## src/rtl/cct_pkg.sv

```systemverilog
package cct_pkg;

   typedef enum logic [1:0] {
      SN_IDLE = 2'd0,
      SN_HI1  = 2'd1,
      SN_LO   = 2'd2,
      SN_HI2  = 2'd3
   } snap_state_e;

   localparam int unsigned OFFS_SEL_BIT = 1;   // bus_addr bit selecting the half
   localparam int unsigned BUS_ADDR_W   = 2;   // byte offsets 0 and 2

endpackage

```

## src/rtl/cct_seg.sv

```systemverilog
module cct_seg #(
   parameter int unsigned W = 16
) (
   input  logic         clk,
   input  logic         rst_n,
   input  logic         clr,
   input  logic         cin,
   output logic [W-1:0] q,
   output logic         cout
);

   always_ff @(posedge clk) begin
      if (!rst_n)      q <= '0;
      else if (clr)    q <= '0;
      else if (cin)    q <= q + W'(1);
   end

   assign cout = cin & (&q);

endmodule

```

## src/rtl/cct_regport.sv

```systemverilog
module cct_regport
   import cct_pkg::*;
#(
   parameter int unsigned SEG_W = 16,
   localparam int unsigned CW   = 2 * SEG_W
) (
   input  logic                  bus_en,
   input  logic                  bus_we,
   input  logic [BUS_ADDR_W-1:0] bus_addr,
   input  logic [SEG_W-1:0]      bus_wdata,
   input  logic [CW-1:0]         cnt,
   output logic [SEG_W-1:0]      bus_rdata,
   output logic                  clr
);

   logic              pick_lo;
   logic [SEG_W-1:0]  sel_word;
   logic              unused_bits;

   // Any write, to any offset and with any data, clears the count.
   assign clr     = bus_en & bus_we;
   assign pick_lo = bus_addr[OFFS_SEL_BIT];

   always_comb begin
      if (pick_lo) sel_word = cnt[SEG_W-1:0];
      else         sel_word = cnt[CW-1:SEG_W];
   end

   assign bus_rdata   = bus_en ? sel_word : '0;
   assign unused_bits = ^{bus_wdata, bus_addr[0]};

endmodule

```

## src/rtl/cct_snap.sv

```systemverilog
module cct_snap
   import cct_pkg::*;
#(
   parameter int unsigned SEG_W = 16,
   localparam int unsigned CW   = 2 * SEG_W
) (
   input  logic             clk,
   input  logic             rst_n,
   input  logic             start,
   input  logic [SEG_W-1:0] rd_word,
   output logic             rd_lo,
   output logic             busy,
   output logic             done,
   output logic [CW-1:0]    value
);

   snap_state_e      state_q;
   logic [SEG_W-1:0] hi1_q;
   logic [SEG_W-1:0] lo_q;
   logic             done_q;
   logic [CW-1:0]    val_q;

   always_ff @(posedge clk) begin
      if (!rst_n) begin
         state_q <= SN_IDLE;
         hi1_q   <= '0;
         lo_q    <= '0;
         done_q  <= 1'b0;
         val_q   <= '0;
      end else begin
         done_q <= 1'b0;
         unique case (state_q)
            SN_IDLE: begin
               if (start) state_q <= SN_HI1;
            end
            SN_HI1: begin
               hi1_q   <= rd_word;
               state_q <= SN_LO;
            end
            SN_LO: begin
               lo_q    <= rd_word;
               state_q <= SN_HI2;
            end
            SN_HI2: begin
               if (rd_word == hi1_q) begin
                  val_q   <= {hi1_q, lo_q};
                  done_q  <= 1'b1;
                  state_q <= SN_IDLE;
               end else begin
                  // The fresh upper read opens a new high-low-high pass.
                  hi1_q   <= rd_word;
                  state_q <= SN_LO;
               end
            end
            default: state_q <= SN_IDLE;
         endcase
      end
   end

   assign rd_lo = (state_q == SN_LO);
   assign busy  = (state_q != SN_IDLE);
   assign done  = done_q;
   assign value = val_q;

endmodule

```

## src/rtl/chained_cycle_timer.sv

```systemverilog
module chained_cycle_timer
   import cct_pkg::*;
#(
   parameter int unsigned SEG_W      = 16,
   parameter int unsigned CARRY_MODE = 1,
   localparam int unsigned CW        = 2 * SEG_W
) (
   input  logic                  clk,
   input  logic                  rst_n,
   input  logic                  bus_en,
   input  logic                  bus_we,
   input  logic [BUS_ADDR_W-1:0] bus_addr,
   input  logic [SEG_W-1:0]      bus_wdata,
   output logic [SEG_W-1:0]      bus_rdata,
   input  logic                  snap_start,
   output logic                  snap_busy,
   output logic                  snap_done,
   output logic [CW-1:0]         snap_value
);

   if (SEG_W < 2 || SEG_W > 32) begin : g_bad_width
      $error("chained_cycle_timer: SEG_W must lie in 2..32");
   end
   if (CARRY_MODE > 1) begin : g_bad_mode
      $error("chained_cycle_timer: CARRY_MODE must be 0 or 1");
   end

   logic [CW-1:0]    cnt_q;
   logic             clr;
   logic             snap_rd_lo;
   logic [SEG_W-1:0] snap_word;

   cct_regport #(.SEG_W(SEG_W)) u_port (
      .bus_en    (bus_en),
      .bus_we    (bus_we),
      .bus_addr  (bus_addr),
      .bus_wdata (bus_wdata),
      .cnt       (cnt_q),
      .bus_rdata (bus_rdata),
      .clr       (clr)
   );

   if (CARRY_MODE == 1) begin : g_chain
      logic [1:0] carry;
      for (genvar s = 0; s < 2; s++) begin : g_seg
         logic seg_cin;
         logic seg_cout;
         if (s == 0) begin : g_first
            assign seg_cin = 1'b1;
         end else begin : g_next
            assign seg_cin = carry[s-1];
         end
         cct_seg #(.W(SEG_W)) u_seg (
            .clk  (clk),
            .rst_n(rst_n),
            .clr  (clr),
            .cin  (seg_cin),
            .q    (cnt_q[s*SEG_W +: SEG_W]),
            .cout (seg_cout)
         );
         assign carry[s] = seg_cout;
      end
      logic unused_carry;
      assign unused_carry = carry[1];
   end else begin : g_flat
      always_ff @(posedge clk) begin
         if (!rst_n)   cnt_q <= '0;
         else if (clr) cnt_q <= '0;
         else          cnt_q <= cnt_q + CW'(1);
      end
   end

   assign snap_word = snap_rd_lo ? cnt_q[SEG_W-1:0] : cnt_q[CW-1:SEG_W];

   cct_snap #(.SEG_W(SEG_W)) u_snap (
      .clk    (clk),
      .rst_n  (rst_n),
      .start  (snap_start),
      .rd_word(snap_word),
      .rd_lo  (snap_rd_lo),
      .busy   (snap_busy),
      .done   (snap_done),
      .value  (snap_value)
   );

endmodule

```

## config.mk

```make
export PLATFORM = sky130hd
export DESIGN_NAME = chained_cycle_timer
export DESIGN_NICKNAME = d
export VERILOG_FILES = /design/src/rtl/cct_pkg.sv /design/src/rtl/cct_seg.sv /design/src/rtl/cct_regport.sv /design/src/rtl/cct_snap.sv /design/src/rtl/chained_cycle_timer.sv
export SDC_FILE = /design/constraint.sdc
export NUM_CORES = 1
export LEC_CHECK = 0
export BUFFER_PORTS_ARGS = -buffer_cell sky130_fd_sc_hd__buf_2
export CORE_MARGIN = 2
export CORE_UTILIZATION = 37
export CTS_BUF_LIST = sky130_fd_sc_hd__clkbuf_8 sky130_fd_sc_hd__clkbuf_16
export DETAILED_ROUTE_END_ITERATION = 7
export GPL_TIMING_DRIVEN = 0
export PLACE_DENSITY = 0.58
export SLEW_MARGIN = 20
export SYNTH_ARGS = -nofsm -noshare
export SYNTH_HDL_FRONTEND = slang
export SYNTH_SLANG_ARGS = --single-unit
```

## constraint.sdc

```tcl
create_clock -name clk -period 5.69 [get_ports clk]
set_input_delay 1.707 -clock clk [delete_from_list [all_inputs] [get_ports clk]]
set_output_delay 1.707 -clock clk [all_outputs]
set_load 0.03 [all_outputs]
```

### Yosys cells after proc, flatten, opt, wreduce, memory -nomap -nowiden

Index checks and enable logic that the tools add are counted.
Widths: inputs -> output; s select.

| word-level totals | value |
|---|---|
| register bits after elaboration | 99 |
| input port bits | 23 |
| output and inout port bits | 50 |

| operators by class | value |
|---|---|
| $add $sub $neg | 2 |
| eq/ne operators | 6 |
| muxes and demuxes | 9 |
| bitwise gates (word level) | 2 |
| reduce and logical (&&, ||, !) cells | 8 |

Operator list:

| operator | number |
|---|---|
| $mux 16 | 4 |
| $add 16x1->16 const B | 2 |
| $pmux 16 s2 | 1 |
| $eq 16x16->1 | 1 |
| $reduce_and 16->1 | 1 |
| $pmux 2 s4 | 1 |
| $reduce_and 2->1 | 3 |
| $eq 2x2->1 const B | 2 |
| $mux 2 | 2 |
| $ne 2x2->1 const B | 2 |
| $reduce_bool 2->1 | 2 |
| $eq 2x1->1 const B | 1 |
| $logic_not 2->1 | 1 |
| $reduce_or 2->1 | 1 |
| $and 1x1->1 | 1 |
| $mux 1 | 1 |
| $not 1->1 | 1 |

### Depth between registers and ports, before layout

| logic depth | value |
|---|---|
| word-level depth | 5 |
| depth in mapped cells | 11 |
| gate-level depth less buffers | 6 |

### Cells and area by module

A second synthesis with hierarchy kept.

| unflattened totals | value |
|---|---|
| cell total of the unflattened synthesis | 547 |
| area total of the unflattened synthesis | 4962.3 um2 |

Modules (own cells, without submodules):

| module | times used | cells each | area an instance (um2) | sequential area each (um2) |
|---|---|---|---|---|
| cct_snap | 1 | 322 | 2929.1 | 1341.3 |
| cct_seg | 2 | 85 | 739.5 | 320.3 |
| cct_regport | 1 | 36 | 301.5 | 0.0 |
| chained_cycle_timer | 1 | 19 | 252.7 | 0.0 |

### Worst setup path after synthesis

No wires, ideal clock.

| timing | value |
|---|---|
| kind | input port to output port |
| start | in bus_addr[1] |
| end | out bus_rdata[10] |
| data arrival time | 3.098 ns |
| path slack | 0.885 ns |
| stages | 4 |
| buffers on the path | 2 |
| cell sequence | clkbuf_1 clkbuf_1 mux2i_1 nor2b_1 |

| on the way | value |
|---|---|
| longest elaborated chain between the ends | 2 |

Ends and longest elaborated chain:

| element | RTL line | text |
|---|---|---|
| from (decl) | chained_cycle_timer.sv:12 | `input logic [BUS_ADDR_W-1:0] bus_addr,` |
| $mux 16 | cct_regport.sv:25 | `if (pick_lo) sel_word = cnt[SEG_W-1:0];` |
| $mux 16 | cct_regport.sv:29 | `assign bus_rdata = bus_en ? sel_word : '0;` |
| to (decl) | chained_cycle_timer.sv:14 | `output logic [SEG_W-1:0] bus_rdata,` |

Every way passes these cells.

### Worst setup path after layout

| timing | value |
|---|---|
| start | in bus_addr[1] |
| end | out bus_rdata[11] |

The elaborated chain is that of the path after synthesis.

==> impl_summary.log <==
INFO  metric setup_repair_after_global_routing_missed_its_margin = no
INFO  metric top_level_ports = 73
INFO  metric p_int = 1.126 mW
INFO  metric antenna_violating_nets_post_route = 0
INFO  metric timing_worst_slew_pin_value = 724.1 ps
INFO  metric core.rowCount = 41
INFO  metric synth_top_area_frac = 0.4168
INFO  metric cts.path.max_buffers = 2
INFO  metric critical_path.max_fanout = 10
INFO  metric clock-sinks = 99
INFO  metric tritoncts_clock_tree = built
INFO  metric crit_slowest_cell = sky130_fd_sc_hd__clkbuf_1
INFO  metric cp.depth = 5
INFO  metric grt-ovfl-total = 0
INFO  metric hold_class = reg2reg
INFO  metric fp.dieW = 117.4 um
INFO  metric syn_to_final_growth = 17.11%
INFO  metric clock_tree.root_cell = sky130_fd_sc_hd__clkbuf_16
INFO  metric netlist_instances = 538
INFO  metric final_cycle_utilization_of_the_critical_path = 0.8784
INFO  metric power.leakage = 2.075 nW
INFO  metric main_area_contributors_after_synthesis = sky130_fd_sc_hd__dfxtp_1 (42%), sky130_fd_sc_hd__mux2i_1 (15%), sky130_fd_sc_hd__nand2_1 (10%), sky130_fd_sc_hd__xnor2_1 (3.3%), sky130_fd_sc_hd__a21boi_0 (2.5%)
INFO  metric ys_ff_latch = 99
INFO  metric max_freq = 0.2001 GHz
INFO  metric first_global_vias = 3747
INFO  metric timing.critical_path.to = bus_rdata[11]
INFO  metric setup_violations = 0
INFO  metric antennaDiodeCount = 0
INFO  metric first_pass_grt_wire_length = 20.09 mm
INFO  metric period_minus_slack = 4998 ps
INFO  metric worst_setup_hold_path_clk_slew = 60 ps
INFO  metric synth_async_sr_flop_share = 0
INFO  metric post_synth.cell_area_avg = 8.837 um2
INFO  metric dieArea = 0.01377 mm2
INFO  metric yosys_top_cell_by_area = sky130_fd_sc_hd__dfxtp_1
INFO  metric synth.cell_area = 0.004755 mm2
INFO  metric die_height = 117.4 um
INFO  metric clock_insertion_delay_worst_skew = 350 ps
INFO  metric fillers = 1283
INFO  metric antenna_violations_before_repair = 0
INFO  metric post_cts_repair_setup_buffers = 0
INFO  metric drc = 0
INFO  metric switching_power = 0.3254 mW
INFO  metric slowest_delay = 610 ps
INFO  metric post_route_cells_drive_above_1_share = 0.1661
INFO  metric critical-path-top-cell-by-count = sky130_fd_sc_hd__clkbuf_1
INFO  metric grt_max_degree = 17
INFO  metric cts.htree.levels = 3
INFO  metric yosys_warnings = 0
INFO  metric fin_tns_setup = 0 ps
INFO  metric crit_family = buffers and inverters
INFO  metric share_of_total_power_in_sequential_cells = 0.482
INFO  metric post_cts.resized_instances = 0
INFO  metric timing.critical_path.arrival = 3290 ps
INFO  metric via_count = 3836
INFO  metric ff2ff_path_depth = 7
INFO  metric yosysSeqAreaShare = 0.4168
INFO  metric maxSlewViolCount = 0
INFO  metric worstHoldPathCells = 2
INFO  metric pwr_density_cell = 260.8 mW/mm2
INFO  metric worstSetupEndpointType = primary output
INFO  metric pwr-share-clk = 0.459
INFO  metric post-layout-total-power = 1.452 mW
INFO  metric synth_enable_flop_cells = 0
INFO  metric cts.hold.buffers_added = 0
INFO  metric ys_top_cells_by_count = sky130_fd_sc_hd__nand2_1 (131), sky130_fd_sc_hd__dfxtp_1 (99), sky130_fd_sc_hd__mux2i_1 (71)
INFO  metric setup.worst_path.start = bus_addr[1]
INFO  metric io_buffer_count = 54
INFO  metric yosys.cell_count.top_type = sky130_fd_sc_hd__nand2_1
INFO  metric power.ir.vdd_worst = 0.0001494 V
INFO  metric synth_nets = 563
INFO  metric timing.max_cap.violations = 0
INFO  metric utilization = 0.4430
INFO  metric outcome = finished clean
INFO  metric wire_per_inst = 15.70 um
INFO  metric core_footprint = 0.01257 mm2
INFO  metric start_util = 0.3783
INFO  metric comb_power_share = 0.059
INFO  metric regToRegSetupSlack = 3080 ps
INFO  metric max_slew_margin = 0.5173
INFO  metric avgViaCountPerCell = 4.918
INFO  metric power.switching_fraction = 0.2241
INFO  metric cp.required = 3980 ps
INFO  metric yosys_most_used_dff = sky130_fd_sc_hd__dfxtp_1
INFO  metric tritoncts.num_buffers = 9
INFO  metric setup.worst_path.class = in2out
INFO  metric drt_iter0_markers = 184
INFO  metric critical_path.cell_chain = clkbuf_1 -> clkbuf_1 -> mux2i_1 -> nor2b_1 -> buf_2
INFO  metric synth_cell_types = 51
INFO  metric worst_r2r_endpoint = g_chain.g_seg[1].u_seg.q[9]$_SDFFE_PP0P_
INFO  metric wl = 12.25 mm
INFO  metric timing.critical_path.from_type = primary input
INFO  metric reg2reg_from = g_chain.g_seg[0].u_seg.q[5]$_SDFF_PP0_
INFO  metric path_buf_inv = 3
INFO  metric detailedRoute.firstPassIterationCount = 4
INFO  metric finalHoldViolations = 0
INFO  metric place.gp.congestion = 0.8930
INFO  metric total_global_route_track_usage = 0.1861
INFO  metric fin_hold_ws = 451.0 ps
INFO  metric fin_skew = 5.140 ps
INFO  metric design.final.nets = 628
INFO  metric detailed_place_hpwl = 9.068 mm
## routing by layer
layer / up-vias / track usage / part of all wire / wire length (um)
li1: 1951 / - / - / -
met1: 1801 / 0.2392 / 0.46 / 5649
met2: 67 / 0.3052 / 0.48 / 5836
met3: 17 / 0.03551 / 0.039 / 481
met4: 0 / 0.07982 / 0.023 / 281
met5: - / 0 / 0 / 0
## power by group through the flow
stage	Combinational (mW)	Clock [mW]	Sequential, mW
after floorplan	0.0657	0	0.714
after global placement	0.0847	0	0.716
after detailed placement	0.0858	0	0.716
after CTS	0.0861	0.684	0.700
after global routing	0.0928	0.713	0.701
final	0.0853	0.666	0.700
## logic make-up after synthesis
logic type | share of synthesized area
AO/OA/AOI/OAI | 0.07869
XOR/XNOR | 0.05711
adder cells (fa/ha/maj) | 0.005262
buffers and inverters | 0.06210
flip-flops | 0.4168
multiplexers | 0.1518
AND/OR/NAND/NOR | 0.2282
## through the flow
stage	std cells	setup WS [ps]	area, um2
after floorplan	538	884.5	4755
after global placement	764	745.7	5240
after detailed placement	764	720.7	5240
after CTS	780	717.6	5568
after global routing	780	594.7	5568
final	780	691.8	5568
## state kept, by name, indices dropped and copies added, names as in the netlist
signal                 count
u_snap.value              32
u_snap.state_q             2
g_chain.g_seg.u_seg.q     32
u_snap.lo_q               16
u_snap.done                1
u_snap.hi1_q              16
## worst min-delay path by stage
| stage | from | endpoint | slack, ps |
|---|---|---|---|
| 6_report | u_snap.value[6]$_SDFFE_PN0P_ | u_snap.value[6]$_SDFFE_PN0P_ | 450 |
| 5_1_grt | u_snap.value[3]$_SDFFE_PN0P_ | u_snap.value[3]$_SDFFE_PN0P_ | 480 |
| 4_1_cts | u_snap.value[6]$_SDFFE_PN0P_ | u_snap.value[6]$_SDFFE_PN0P_ | 460 |
| 3_5_place_dp | u_snap.value[20]$_SDFFE_PN0P_ | u_snap.value[20]$_SDFFE_PN0P_ | 440 |
| 3_3_place_gp | u_snap.value[11]$_SDFFE_PN0P_ | u_snap.value[11]$_SDFFE_PN0P_ | 440 |
| 2_1_floorplan | u_snap.lo_q[0]$_SDFFE_PN0N_ | u_snap.value[0]$_SDFFE_PN0P_ | 440 |
## worst reg2reg max path, cell delays in order, from the launching register on
cell	delay, ps
sky130_fd_sc_hd__dfxtp_1	590
sky130_fd_sc_hd__nand4_2	210
sky130_fd_sc_hd__or4_4	490
sky130_fd_sc_hd__nor3_4	430
sky130_fd_sc_hd__nand4_2	170
sky130_fd_sc_hd__buf_6	180
sky130_fd_sc_hd__or4_1	400
sky130_fd_sc_hd__nand2_1	80
## final cells by class
cell class | instances | area (um2) | area share
tap | 172 | 215.2 | 0.03865
buffer | 37 | 242.7 | 0.04360
inverter | 14 | 52.55 | 0.009438
clock buffer | 10 | 239.0 | 0.04292
sequential | 99 | 1982 | 0.3560
multi-input combinational | 388 | 2477 | 0.4449
clock inverter | 6 | 88.84 | 0.01596
timing repair buffer | 54 | 270.3 | 0.04854
## placed cells by master (no fill, tap or decap), types with 3 or more instances in the layout
master	count
sky130_fd_sc_hd__nor3_1	4
sky130_fd_sc_hd__buf_4	3
sky130_fd_sc_hd__nand3_1	10
sky130_fd_sc_hd__dfxtp_1	99
sky130_fd_sc_hd__a21oi_1	7
sky130_fd_sc_hd__xor2_1	13
sky130_fd_sc_hd__or2_2	3
sky130_fd_sc_hd__xnor2_1	18
sky130_fd_sc_hd__or3_1	6
sky130_fd_sc_hd__inv_1	15
sky130_fd_sc_hd__a21boi_0	16
sky130_fd_sc_hd__o2111ai_1	4
sky130_fd_sc_hd__nand2b_1	7
sky130_fd_sc_hd__nor2_1	21
sky130_fd_sc_hd__nand4_1	6
sky130_fd_sc_hd__nor2b_1	18
sky130_fd_sc_hd__clkbuf_16	9
sky130_fd_sc_hd__o21ai_0	11
sky130_fd_sc_hd__buf_2	57
sky130_fd_sc_hd__mux2i_1	71
sky130_fd_sc_hd__o22ai_1	3
sky130_fd_sc_hd__clkbuf_1	18
sky130_fd_sc_hd__clkbuf_8	3
sky130_fd_sc_hd__nand2_1	131
sky130_fd_sc_hd__o211ai_1	5
sky130_fd_sc_hd__or4_1	4
sky130_fd_sc_hd__buf_6	8
No activity file was read; power rests on OpenSTA's default activity.
